### config.mk
export PLATFORM = sky130hd
export DESIGN_NAME = baud_clock_select
export DESIGN_NICKNAME = d
export VERILOG_FILES = /design/src/rtl/baud_sel_pkg.sv /design/src/rtl/baud_rate_table.sv /design/src/rtl/baud_prescaler.sv /design/src/rtl/baud_divider.sv /design/src/rtl/baud_clock_select.sv
export SDC_FILE = /design/constraint.sdc
export NUM_CORES = 1
export LEC_CHECK = 0
export ABC_AREA = 1
export BUFFER_PORTS_ARGS = -buffer_cell sky130_fd_sc_hd__buf_2
export CORE_ASPECT_RATIO = 1.1
export CORE_MARGIN = 5
export CORE_UTILIZATION = 50
export DETAILED_ROUTE_END_ITERATION = 16
export PLACE_DENSITY = 0.76
export SKIP_LAST_GASP = 1
export SYNTH_ARGS = -nofsm -noshare
export SYNTH_HDL_FRONTEND = slang
export SYNTH_SLANG_ARGS = --single-unit
### constraint.sdc
create_clock -name clk -period 7.2 [get_ports clk]
set_clock_uncertainty 0.15 [all_clocks]
set_input_delay 1.08 -clock clk [delete_from_list [all_inputs] [get_ports clk]]
set_output_delay 1.08 -clock clk [all_outputs]
set_load 0.01 [all_outputs]
### src/rtl/baud_sel_pkg.sv
package baud_sel_pkg;

    typedef enum logic [1:0] {
        SRC_PIN_A = 2'd0,
        SRC_PIN_B = 2'd1,
        SRC_SYS   = 2'd2,
        SRC_NONE  = 2'd3
    } src_code_e;

    typedef enum logic [1:0] {
        ST_IDLE    = 2'd0,
        ST_DIRECT  = 2'd1,
        ST_COUNTER = 2'd2
    } run_state_e;

    typedef struct packed {
        logic legal;
        logic use_counter;
    } verdict_t;

    // Legality and path choice for a source/divisor pair (divisor zero-extended).
    function automatic verdict_t judge_entry(input logic [1:0] src, input logic [31:0] div);
        verdict_t v;
        v = '0;
        unique case (src)
            SRC_PIN_A: begin
                if (div == 32'd1) begin
                    v.legal = 1'b1;
                end else if (div != 32'd0 && !div[0]) begin
                    v.legal       = 1'b1;
                    v.use_counter = (div > 32'd4);
                end
            end
            SRC_PIN_B: begin
                v.legal = (div == 32'd1) || (div == 32'd2) || (div == 32'd4);
            end
            SRC_SYS: begin
                if (!div[0] && div >= 32'd4) begin
                    v.legal       = 1'b1;
                    v.use_counter = 1'b1;
                end
            end
            default: v = '0;
        endcase
        return v;
    endfunction

endpackage

### src/rtl/baud_rate_table.sv
module baud_rate_table
    import baud_sel_pkg::*;
#(
    parameter int RATES = 17,
    parameter int IDX_W = 5,
    parameter int DIV_W = 16
) (
    input  logic             clk,
    input  logic             rst_n,
    input  logic             wr_en,
    input  logic [IDX_W-1:0] wr_idx,
    input  logic [1:0]       wr_src,
    input  logic [DIV_W-1:0] wr_div,
    input  logic [IDX_W-1:0] rd_idx,
    output logic [1:0]       rd_src,
    output logic [DIV_W-1:0] rd_div,
    output logic             rd_in_range,
    output logic             rd_legal,
    output logic             rd_use_counter
);

    logic [1:0]       ent_src [RATES];
    logic [DIV_W-1:0] ent_div [RATES];
    verdict_t         verdict;

    for (genvar gi = 0; gi < RATES; gi++) begin : g_entry
        always_ff @(posedge clk or negedge rst_n) begin
            if (!rst_n) begin
                ent_src[gi] <= '0;
                ent_div[gi] <= '0;
            end else if (wr_en && wr_idx == IDX_W'(gi)) begin
                ent_src[gi] <= wr_src;
                ent_div[gi] <= wr_div;
            end
        end
    end

    always_comb begin
        rd_src = '0;
        rd_div = '0;
        for (int i = 0; i < RATES; i++) begin
            if (rd_idx == IDX_W'(i)) begin
                rd_src = ent_src[i];
                rd_div = ent_div[i];
            end
        end
    end

    assign rd_in_range    = (32'(rd_idx) < 32'(RATES));
    assign verdict        = judge_entry(rd_src, 32'(rd_div));
    assign rd_legal       = rd_in_range && verdict.legal;
    assign rd_use_counter = verdict.use_counter;

endmodule

### src/rtl/baud_prescaler.sv
module baud_prescaler #(
    parameter int PRESCALE = 16
) (
    input  logic clk,
    input  logic rst_n,
    input  logic clear,
    input  logic tick,
    output logic half_step,
    output logic full_step
);

    localparam int PRE_W = $clog2(PRESCALE);
    localparam logic [PRE_W-1:0] HALF_LAST = PRE_W'(PRESCALE / 2 - 1);
    localparam logic [PRE_W-1:0] FULL_LAST = PRE_W'(PRESCALE - 1);

    logic [PRE_W-1:0] phase_q;

    always_ff @(posedge clk or negedge rst_n) begin
        if (!rst_n) begin
            phase_q <= '0;
        end else if (clear) begin
            phase_q <= '0;
        end else if (tick) begin
            phase_q <= (phase_q == FULL_LAST) ? '0 : phase_q + PRE_W'(1);
        end
    end

    assign full_step = tick && (phase_q == FULL_LAST);
    assign half_step = tick && ((phase_q == FULL_LAST) || (phase_q == HALF_LAST));

endmodule

### src/rtl/baud_divider.sv
module baud_divider #(
    parameter int DIV_W = 16
) (
    input  logic             clk,
    input  logic             rst_n,
    input  logic             load,
    input  logic [DIV_W-1:0] load_val,
    input  logic             step,
    input  logic [DIV_W-1:0] reload_val,
    output logic             terminal
);

    logic [DIV_W-1:0] count_q;

    always_ff @(posedge clk or negedge rst_n) begin
        if (!rst_n) begin
            count_q <= '0;
        end else if (load) begin
            count_q <= load_val;
        end else if (step) begin
            count_q <= (count_q == '0) ? reload_val : count_q - DIV_W'(1);
        end
    end

    assign terminal = step && (count_q == '0);

endmodule

### src/rtl/baud_clock_select.sv
module baud_clock_select
    import baud_sel_pkg::*;
#(
    parameter int RATES    = 17,
    parameter int DIV_W    = 16,
    parameter int PRESCALE = 16,
    localparam int IDX_W   = $clog2(RATES)
) (
    input  logic             clk,
    input  logic             rst_n,
    input  logic [2:0]       src_tick,
    input  logic             tbl_we,
    input  logic [IDX_W-1:0] tbl_idx,
    input  logic [1:0]       tbl_src,
    input  logic [DIV_W-1:0] tbl_div,
    input  logic             sel_vld,
    input  logic [IDX_W-1:0] sel_idx,
    output logic             baud_lvl,
    output logic             baud_stb,
    output logic             brg_active,
    output logic             cfg_err
);

    run_state_e       state_q, state_d;
    logic [1:0]       cur_src_q;
    logic [DIV_W-1:0] cur_div_q;
    logic             pend_vld_q;
    logic [1:0]       pend_src_q;
    logic [DIV_W-1:0] pend_div_q;
    logic             pend_ctr_q;
    logic             lvl_q, stb_q, err_q;

    logic [1:0]       rd_src;
    logic [DIV_W-1:0] rd_div;
    logic             rd_in_range, rd_legal, rd_use_counter;
    logic             act_tick, half_step, full_step, step, terminal, apply;
    logic [DIV_W-1:0] cur_reload, pend_reload;

    baud_rate_table #(
        .RATES(RATES), .IDX_W(IDX_W), .DIV_W(DIV_W)
    ) u_table (
        .clk           (clk),
        .rst_n         (rst_n),
        .wr_en         (tbl_we),
        .wr_idx        (tbl_idx),
        .wr_src        (tbl_src),
        .wr_div        (tbl_div),
        .rd_idx        (sel_idx),
        .rd_src        (rd_src),
        .rd_div        (rd_div),
        .rd_in_range   (rd_in_range),
        .rd_legal      (rd_legal),
        .rd_use_counter(rd_use_counter)
    );

    always_comb begin
        unique case (cur_src_q)
            SRC_PIN_A: act_tick = src_tick[0];
            SRC_PIN_B: act_tick = src_tick[1];
            SRC_SYS:   act_tick = src_tick[2];
            default:   act_tick = 1'b0;
        endcase
    end

    baud_prescaler #(.PRESCALE(PRESCALE)) u_pre (
        .clk      (clk),
        .rst_n    (rst_n),
        .clear    (apply),
        .tick     (act_tick),
        .half_step(half_step),
        .full_step(full_step)
    );

    always_comb begin
        unique case (state_q)
            ST_DIRECT:  step = half_step;
            ST_COUNTER: step = full_step;
            default:    step = 1'b0;
        endcase
    end

    assign cur_reload  = (state_q == ST_COUNTER) ? (cur_div_q >> 1) - DIV_W'(1)
                                                 : cur_div_q - DIV_W'(1);
    assign pend_reload = pend_ctr_q ? (pend_div_q >> 1) - DIV_W'(1)
                                    : pend_div_q - DIV_W'(1);

    baud_divider #(.DIV_W(DIV_W)) u_div (
        .clk       (clk),
        .rst_n     (rst_n),
        .load      (apply),
        .load_val  (pend_reload),
        .step      (step),
        .reload_val(cur_reload),
        .terminal  (terminal)
    );

    assign apply = pend_vld_q && ((state_q == ST_IDLE) || terminal);

    // State register
    always_ff @(posedge clk or negedge rst_n) begin
        if (!rst_n) state_q <= ST_IDLE;
        else        state_q <= state_d;
    end

    // Next state
    always_comb begin
        state_d = state_q;
        unique case (state_q)
            ST_IDLE, ST_DIRECT, ST_COUNTER: begin
                if (apply) state_d = pend_ctr_q ? ST_COUNTER : ST_DIRECT;
            end
            default: state_d = ST_IDLE;
        endcase
    end

    // Selection queue, active configuration and error flag
    always_ff @(posedge clk or negedge rst_n) begin
        if (!rst_n) begin
            pend_vld_q <= 1'b0;
            pend_src_q <= '0;
            pend_div_q <= '0;
            pend_ctr_q <= 1'b0;
            cur_src_q  <= '0;
            cur_div_q  <= '0;
            err_q      <= 1'b0;
        end else begin
            if (apply) begin
                cur_src_q  <= pend_src_q;
                cur_div_q  <= pend_div_q;
                pend_vld_q <= 1'b0;
            end
            if (sel_vld) begin
                if (rd_legal) begin
                    pend_vld_q <= 1'b1;
                    pend_src_q <= rd_src;
                    pend_div_q <= rd_div;
                    pend_ctr_q <= rd_use_counter;
                end else begin
                    err_q <= 1'b1;
                end
            end
        end
    end

    // Outputs
    always_ff @(posedge clk or negedge rst_n) begin
        if (!rst_n) begin
            lvl_q <= 1'b0;
            stb_q <= 1'b0;
        end else begin
            stb_q <= terminal && !lvl_q;
            if (terminal) lvl_q <= ~lvl_q;
        end
    end

    assign baud_lvl   = lvl_q;
    assign baud_stb   = stb_q;
    assign brg_active = (state_q == ST_COUNTER);
    assign cfg_err    = err_q;

endmodule

==> impl_metrics.yaml, run 1 <==
setup_path:
  critPathRequiredTime_ns: 7.50
  worstSetupStartpointType: "flop"
  cp_data_arrival_time_ns: 4.90
  critPathKind: "flop to flop"
  cp_max_fo: 46
  endpoint_kind: "flop"
cts:
  clk_path_buf_depth: 3
  clkSinkCount: 369
  cts_hold_buf: 0
  cts_resized: 0
  cts_setup_buffers: 0
  numCtsBuffers: 40
  clkSlewWorstSetupHoldPaths_ns: 0.06
  htree_levels: 2
  insertion_delay_ns: 0.54
  cts_tree: "yes"
  root_buffer: "clkbuf_16"
synthesis:
  synth.most_common_cell: "nand2_1"
  syn-num-nets: 2219
  netlist_area_um2: 17300
  muxShareOfSynthArea_pct: 0.0579
  synth_edf_count: 0
  netlist_top_cells_count: "740 x nand2_1, 369 x dfrtp_1, 358 x o21ai_0"
  seq_area_frac_synth_pct: 53.4
  netlist_instances: 2179
  synthSimpleGateAreaFrac_pct: 26.4
  synth_flop_cell: "dfrtp_1"
  avgSynthCellArea_um2: 7.94
  synth_xor_area_share_pct: 0.557
  synth_cell_types: 47
  ys.warnings.count: 0
  synth_top_area_share_pct: 53.4
  yosysTopAreaCell: "dfrtp_1"
  synthAdderAreaFrac_pct: 0.362
  yosys-top-cells-area: "dfrtp_1 53%, nand2_1 16%, o21ai_0 10%"
  synthArstFlopShare_pct: 100
  synth_top_family_by_area: "simple AND/OR/NAND/NOR gates"
  synth_compound_area_share_pct: 13.1
  ys_seq_elements: 369
floorplan:
  start_util_pct: 50.6
  die_w_um: 187
  boundaryPins: 39
  die_area_um2: 38400
  coreArea_um2: 34200
  die_h_um: 205
  fp-row-count: 71
timing:
  timing.hold.ws_ns: 0.320
  tns_ns: 0
  rsz0062_at_grt: "false"
  fmax_mhz: 217
  worst_pin_slew_ns: 1.20
  min_period_ns: 4.61
  finalCritPeriodShare_pct: 64.0
  slew_viol_final: 0
  hold_violations: 0
  slew_headroom_pct: 19.5
  setup_viol: 0
placed_design:
  gp_congestion: 0.978
  place_inst: 2557
  io_buffers: 38
  hpwlAfterDp_um: 31400
drt:
  vias_per_cell: 5.65
  drc_errors: 0
  drtAntennaViolNets: 0
  route.detailed.wl_per_inst_um: 18.0
  wl_um: 47400
  dr.pass1.iters: 6
  drt-initial-drc-count: 1465
  num_vias: 14900
global_routing:
  grtUsageTotal_pct: 24.8
  grt_remaining_overflow: 0
  grt_pass1_vias: 14600
  antenna_found_initial: 0
  grt_pass1_wl_um: 77300
  grt_max_degree: 147
power:
  vdd_drop_max_uv: 150
  power.density_nw_per_um2: 318
  power.leakage_uw: 0.00914
  power_uw: 6060
cells_and_area:
  area_delta_synth_final_pct: 9.97
  n_antenna_cell: 0
  drive_gt1_share_pct: 8.45
  final_net_count: 2201
  fin_util_pct: 55.6
  stdcell_count: 2628
min_path:
  worst_hold_path_type: "flop to flop"
flow_run:
  max-cap-violations: 0
status:
  run_status: "complete, no violations"
## sequential cells by signal, indices dropped and copies added (netlist names)
name             flops
u_pre.phase_q        4
pend_ctr_q           1
u_table.ent_div    272
cur_div_q           16
pend_div_q          16
cur_src_q            2
u_div.count_q       16
state_q              2
pend_src_q           2
pend_vld_q           1
baud_lvl             1
cfg_err              1
u_table.ent_src     34
baud_stb             1
## path summary, 6_finish.rpt
| kind | slack, ns | to | cells after the start | startpoint |
|---|---|---|---|---|
| max in group asynchronous | 4.98 | u_table.ent_src[33] | 2 | rst_n |
| max reg2reg | 2.59 | u_div.count_q[10] | 17 | state_q[0] |
| min | 0.32 | baud_stb | 1 | baud_lvl |
| max | 2.59 | u_div.count_q[10] | 17 | state_q[0] |
| min reg2reg | 0.32 | baud_stb | 1 | baud_lvl |
| min in group asynchronous | 0.44 | u_pre.phase_q[0] | 1 | rst_n |
## cells by family after synthesis
family,count (synthesis)
mux,1
xor+xnor,11
compound gates,436
simple gates,1084
buf+inv,273
fa+ha+maj,5
flops,369
## critical path, stage by stage (launching register included)
cell and delay [ns]:
dfrtp_1 0.38, inv_1 0.11, ha_1 0.63, inv_1 0.45, o211ai_2 0.50, o21bai_2 0.14, nand2_4 0.35, inv_2 0.32
o21ai_2 0.26, inv_2 0.07, nor2_1 0.16, inv_1 0.07, nor3_1 0.25, nand3_1 0.18, nor2_1 0.16, xor2_1 0.16
nand2_1 0.07, o21ai_1 0.08
## layer usage
metal	GRT usage [%]	wire, um	vias up
li1	-	-	6998
met1	32.1	19400	7137
met2	42.1	23000	586
met3	2.98	2910	131
met4	11.3	2150	0
met5	0	0	-
## power breakdown
group / switching, uW / total [uW] / internal, uW
registers: 289 / 2800 / 2510
logic: 810 / 1230 / 415
clock network: 824 / 2030 / 1210
total: 1920 / 6060 / 4130
## cells in the final DEF, fill, tap and decap left out, drive strengths merged, types with 5 or more instances in the layout
master,synthesis,final
nand2,744,744
dfrtp,369,369
o21ai,369,369
inv,159,161
nor2,147,147
nand4,76,76
nand3,63,63
clkbuf,96,62
buf,18,54
or2,41,41
a21oi,37,37
a31oi,12,12
xor2,9,9
nor3,8,8
ha,5,5
## final cells by class
class                           count  area [um^2]
Clock buffer                       62         1220
Clock inverter                      9         82.6
Fill cell                        3058        15200
Inverter                          159          597
Multi-Input combinational cell   1537         7010
Sequential cell                   369         9230
Tap cell                          438          548
Timing Repair Buffer               54          333
## through the flow
stage	setup slack [ns]	instance area, um^2
CTS	2.64	19000
global route	2.21	19000
global placement	2.34	17700
finish	2.59	19000
detailed placement	2.24	17700
floorplan	3.76	17300
Note: power is estimated with default switching activity, not from simulation.
==> inputs of run 2 (changes only) <==
--- a/config.mk
+++ b/config.mk
@@ -11,7 +11,7 @@
 export CORE_MARGIN = 5
 export CORE_UTILIZATION = 50
 export DETAILED_ROUTE_END_ITERATION = 16
-export PLACE_DENSITY = 0.76
+export PLACE_DENSITY = 0.79
 export SKIP_LAST_GASP = 1
 export SYNTH_ARGS = -nofsm -noshare
 export SYNTH_HDL_FRONTEND = slang
==> constraint.sdc (replaced) <==
create_clock -name clk -period 3.75 [get_ports clk]
set_clock_uncertainty 0.15 [all_clocks]
set_input_delay 0.5625 -clock clk [delete_from_list [all_inputs] [get_ports clk]]
set_output_delay 0.5625 -clock clk [all_outputs]
set_load 0.01 [all_outputs]
==> impl_metrics.yaml, run 2 (synthesis gave the netlist of run 1 again) <==
setup_path:
  worstPathCellList: "buf_2, inv_2, nand3_1, nor2_1, nand2_1, nand2_1, nor2_1, nand3_1, nor2_1, nand4_1, nand2_1, nand3_1, nand2_1, nand4_1, nor2_1, nand3_1, nor2_1, nand3_1, nand2_1, nand2_1, nand3_2, nand2_2, nand2_1, nand2_1"
  timing.rr.start: "u_pre.phase_q[0]"
  worstSetupStartpointType: "primary input"
  cp-startpoint: "sel_idx[4]"
  critPathSlowestCell: "nor2_1"
  endpoint_kind: "flop"
  crit_path_max_incr_delay_ns: 0.30
  cp_max_fo: 20
  cp_data_arrival_time_ns: 3.73
  critPathRequiredTime_ns: 4.02
  critPathKind: "primary input to flop"
  crit_top_cell: "nand2_1"
floorplan:
  coreArea_um2: 34200
  boundaryPins: 39
  fp-row-count: 71
  die_h_um: 205
  die_w_um: 187
  die_area_um2: 38400
  start_util_pct: 50.6
cts:
  cts_setup_buffers: 0
  clkSinkCount: 369
  clk_path_buf_depth: 3
  htree_levels: 2
  cts_tree: "yes"
  root_buffer: "clkbuf_16"
  numCtsBuffers: 39
  clkSlewWorstSetupHoldPaths_ns: 0.06
  insertion_delay_ns: 0.54
global_routing:
  met2_usage_pct: 42.1
  grt_max_degree: 109
  grt_pass1_wl_um: 76200
  busiest_layer: "met2"
  grtUsageTotal_pct: 24.3
  met1_usage_pct: 30.8
  use_met3_pct: 3.02
  antenna_found_initial: 0
  grt_pass1_vias: 14700
  grt_remaining_overflow: 0
power:
  power_frac_seq_pct: 46.5
  vdd_drop_max_uv: 375
  clock_power_share_pct: 32.6
  power.density_nw_per_um2: 600
  p_int_uw: 7900
  power.leakage_uw: 0.00928
  p_comb_share_pct: 20.9
  netSwitchingPower_uw: 3660
  p_sw_share_pct: 31.6
drt:
  drtAntennaViolNets: 0
  route.detailed.wl_per_inst_um: 17.5
  wl_um: 46400
  dr.pass1.iters: 9
  vias_per_cell: 5.61
  drt-initial-drc-count: 1400
  num_vias: 14900
  drc_errors: 0
timing:
  fmax_mhz: 289
  fin_ws_ns: 0.290
  worst_pin_slew_ns: 1.24
  setup_viol: 0
  finalCritPeriodShare_pct: 92.3
  slew_headroom_pct: 17.1
  slew_viol_final: 0
  tns_ns: 0
  rsz0062_at_grt: "false"
  hold_violations: 46
  min_period_ns: 3.46
  timing.hold.ws_ns: -0.0216
cells_and_area:
  top_register: "u_table.ent_div"
  reg_top3: "u_table.ent_div (272), u_table.ent_src (34)"
  layout_common_cells: "740 x nand2_1, 369 x dfrtp_1, 358 x o21ai_0"
  n_antenna_cell: 0
  final_net_count: 2232
  final_common_cell: "nand2_1"
  fin_util_pct: 56.3
  drive_gt1_share_pct: 9.65
  fillerInstances: 2984
  area_delta_synth_final_pct: 11.2
  stdcell_count: 2655
  postLayoutCellArea_um2: 19200
  largest_reg_flops: 272
placed_design:
  gp_congestion: 0.972
  place_inst: 2589
  place_area_um2: 18000
  hpwlAfterDp_um: 31500
  dp_slack_ns: -0.0532
  io_buffers: 38
flow_run:
  max-cap-violations: 0
status:
  run_status: "finished, violations left"
  failed_checks: "negative hold slack"
min_path:
  worst_hold_path_type: "primary input to async pin"
run 2: cell types whose count changed in the layout (fill, tap and decap cells not counted), sizes merged:
cell      delta
buf         +32
clkinv       +5
bufinv       +1
clkbuf       -8
inv          -2
clkinvlp     -1
run 2: worst max-delay path: cells and delay by family:
family                 cells  cell delay (ns)
and+or+nand+nor           22             2.89
buffers and inverters      2             0.24
run 2: layer usage:
metal | routed length, um | part of all wire, %
met5 | 0 | 0
met4 | 2240 | 4.8
met3 | 3050 | 6.6
met2 | 22700 | 49
met1 | 18400 | 40
run 2: layout make-up:
class	count	area [um^2]	share of cell area, %
inverter	159	598	3.11
tap	438	548	2.85
multi-input combinational	1537	7020	36.5
clock inverter	12	131	0.683
sequential	369	9230	48.0
timing repair buffer	86	598	3.11
clock buffer	54	1110	5.79
run 2: repair_timing:
action,CTS,global route
hold buffers,0,0
endpoints found under the setup margin,0,1
gates resized for setup,0,3
run 2: stage by stage:
step,hold WS [ns],total power [uW]
2_1_floorplan,0.117,7070
3_3_place_gp,0.305,7650
3_5_place_dp,0.311,7800
4_1_cts,0.00125,11600
5_1_grt,0.0230,12300
6_report,-0.0216,11600
run 2: power groups by stage:
stage	clock network, uW	logic [uW]	registers, uW
after global routing	4000	2800	5470
after global placement	0	2270	5380
after CTS	3820	2400	5350
final	3770	2410	5370
after detailed placement	0	2380	5410
after floorplan	0	1830	5230
run 2: path summary, 6_finish.rpt:
check | cells after the start | to | slack (ns)
hold reg to reg | 2 | pend_div_q[10] | 0.32
setup reg to reg | 18 | u_div.count_q[15] | 0.34
max in group asynchronous | 2 | u_table.ent_div[162] | 2.55
min in group clk | 3 | cfg_err | 0.31
hold / removal | 1 | state_q[1] | -0.02
setup / recovery | 24 | pend_div_q[14] | 0.29
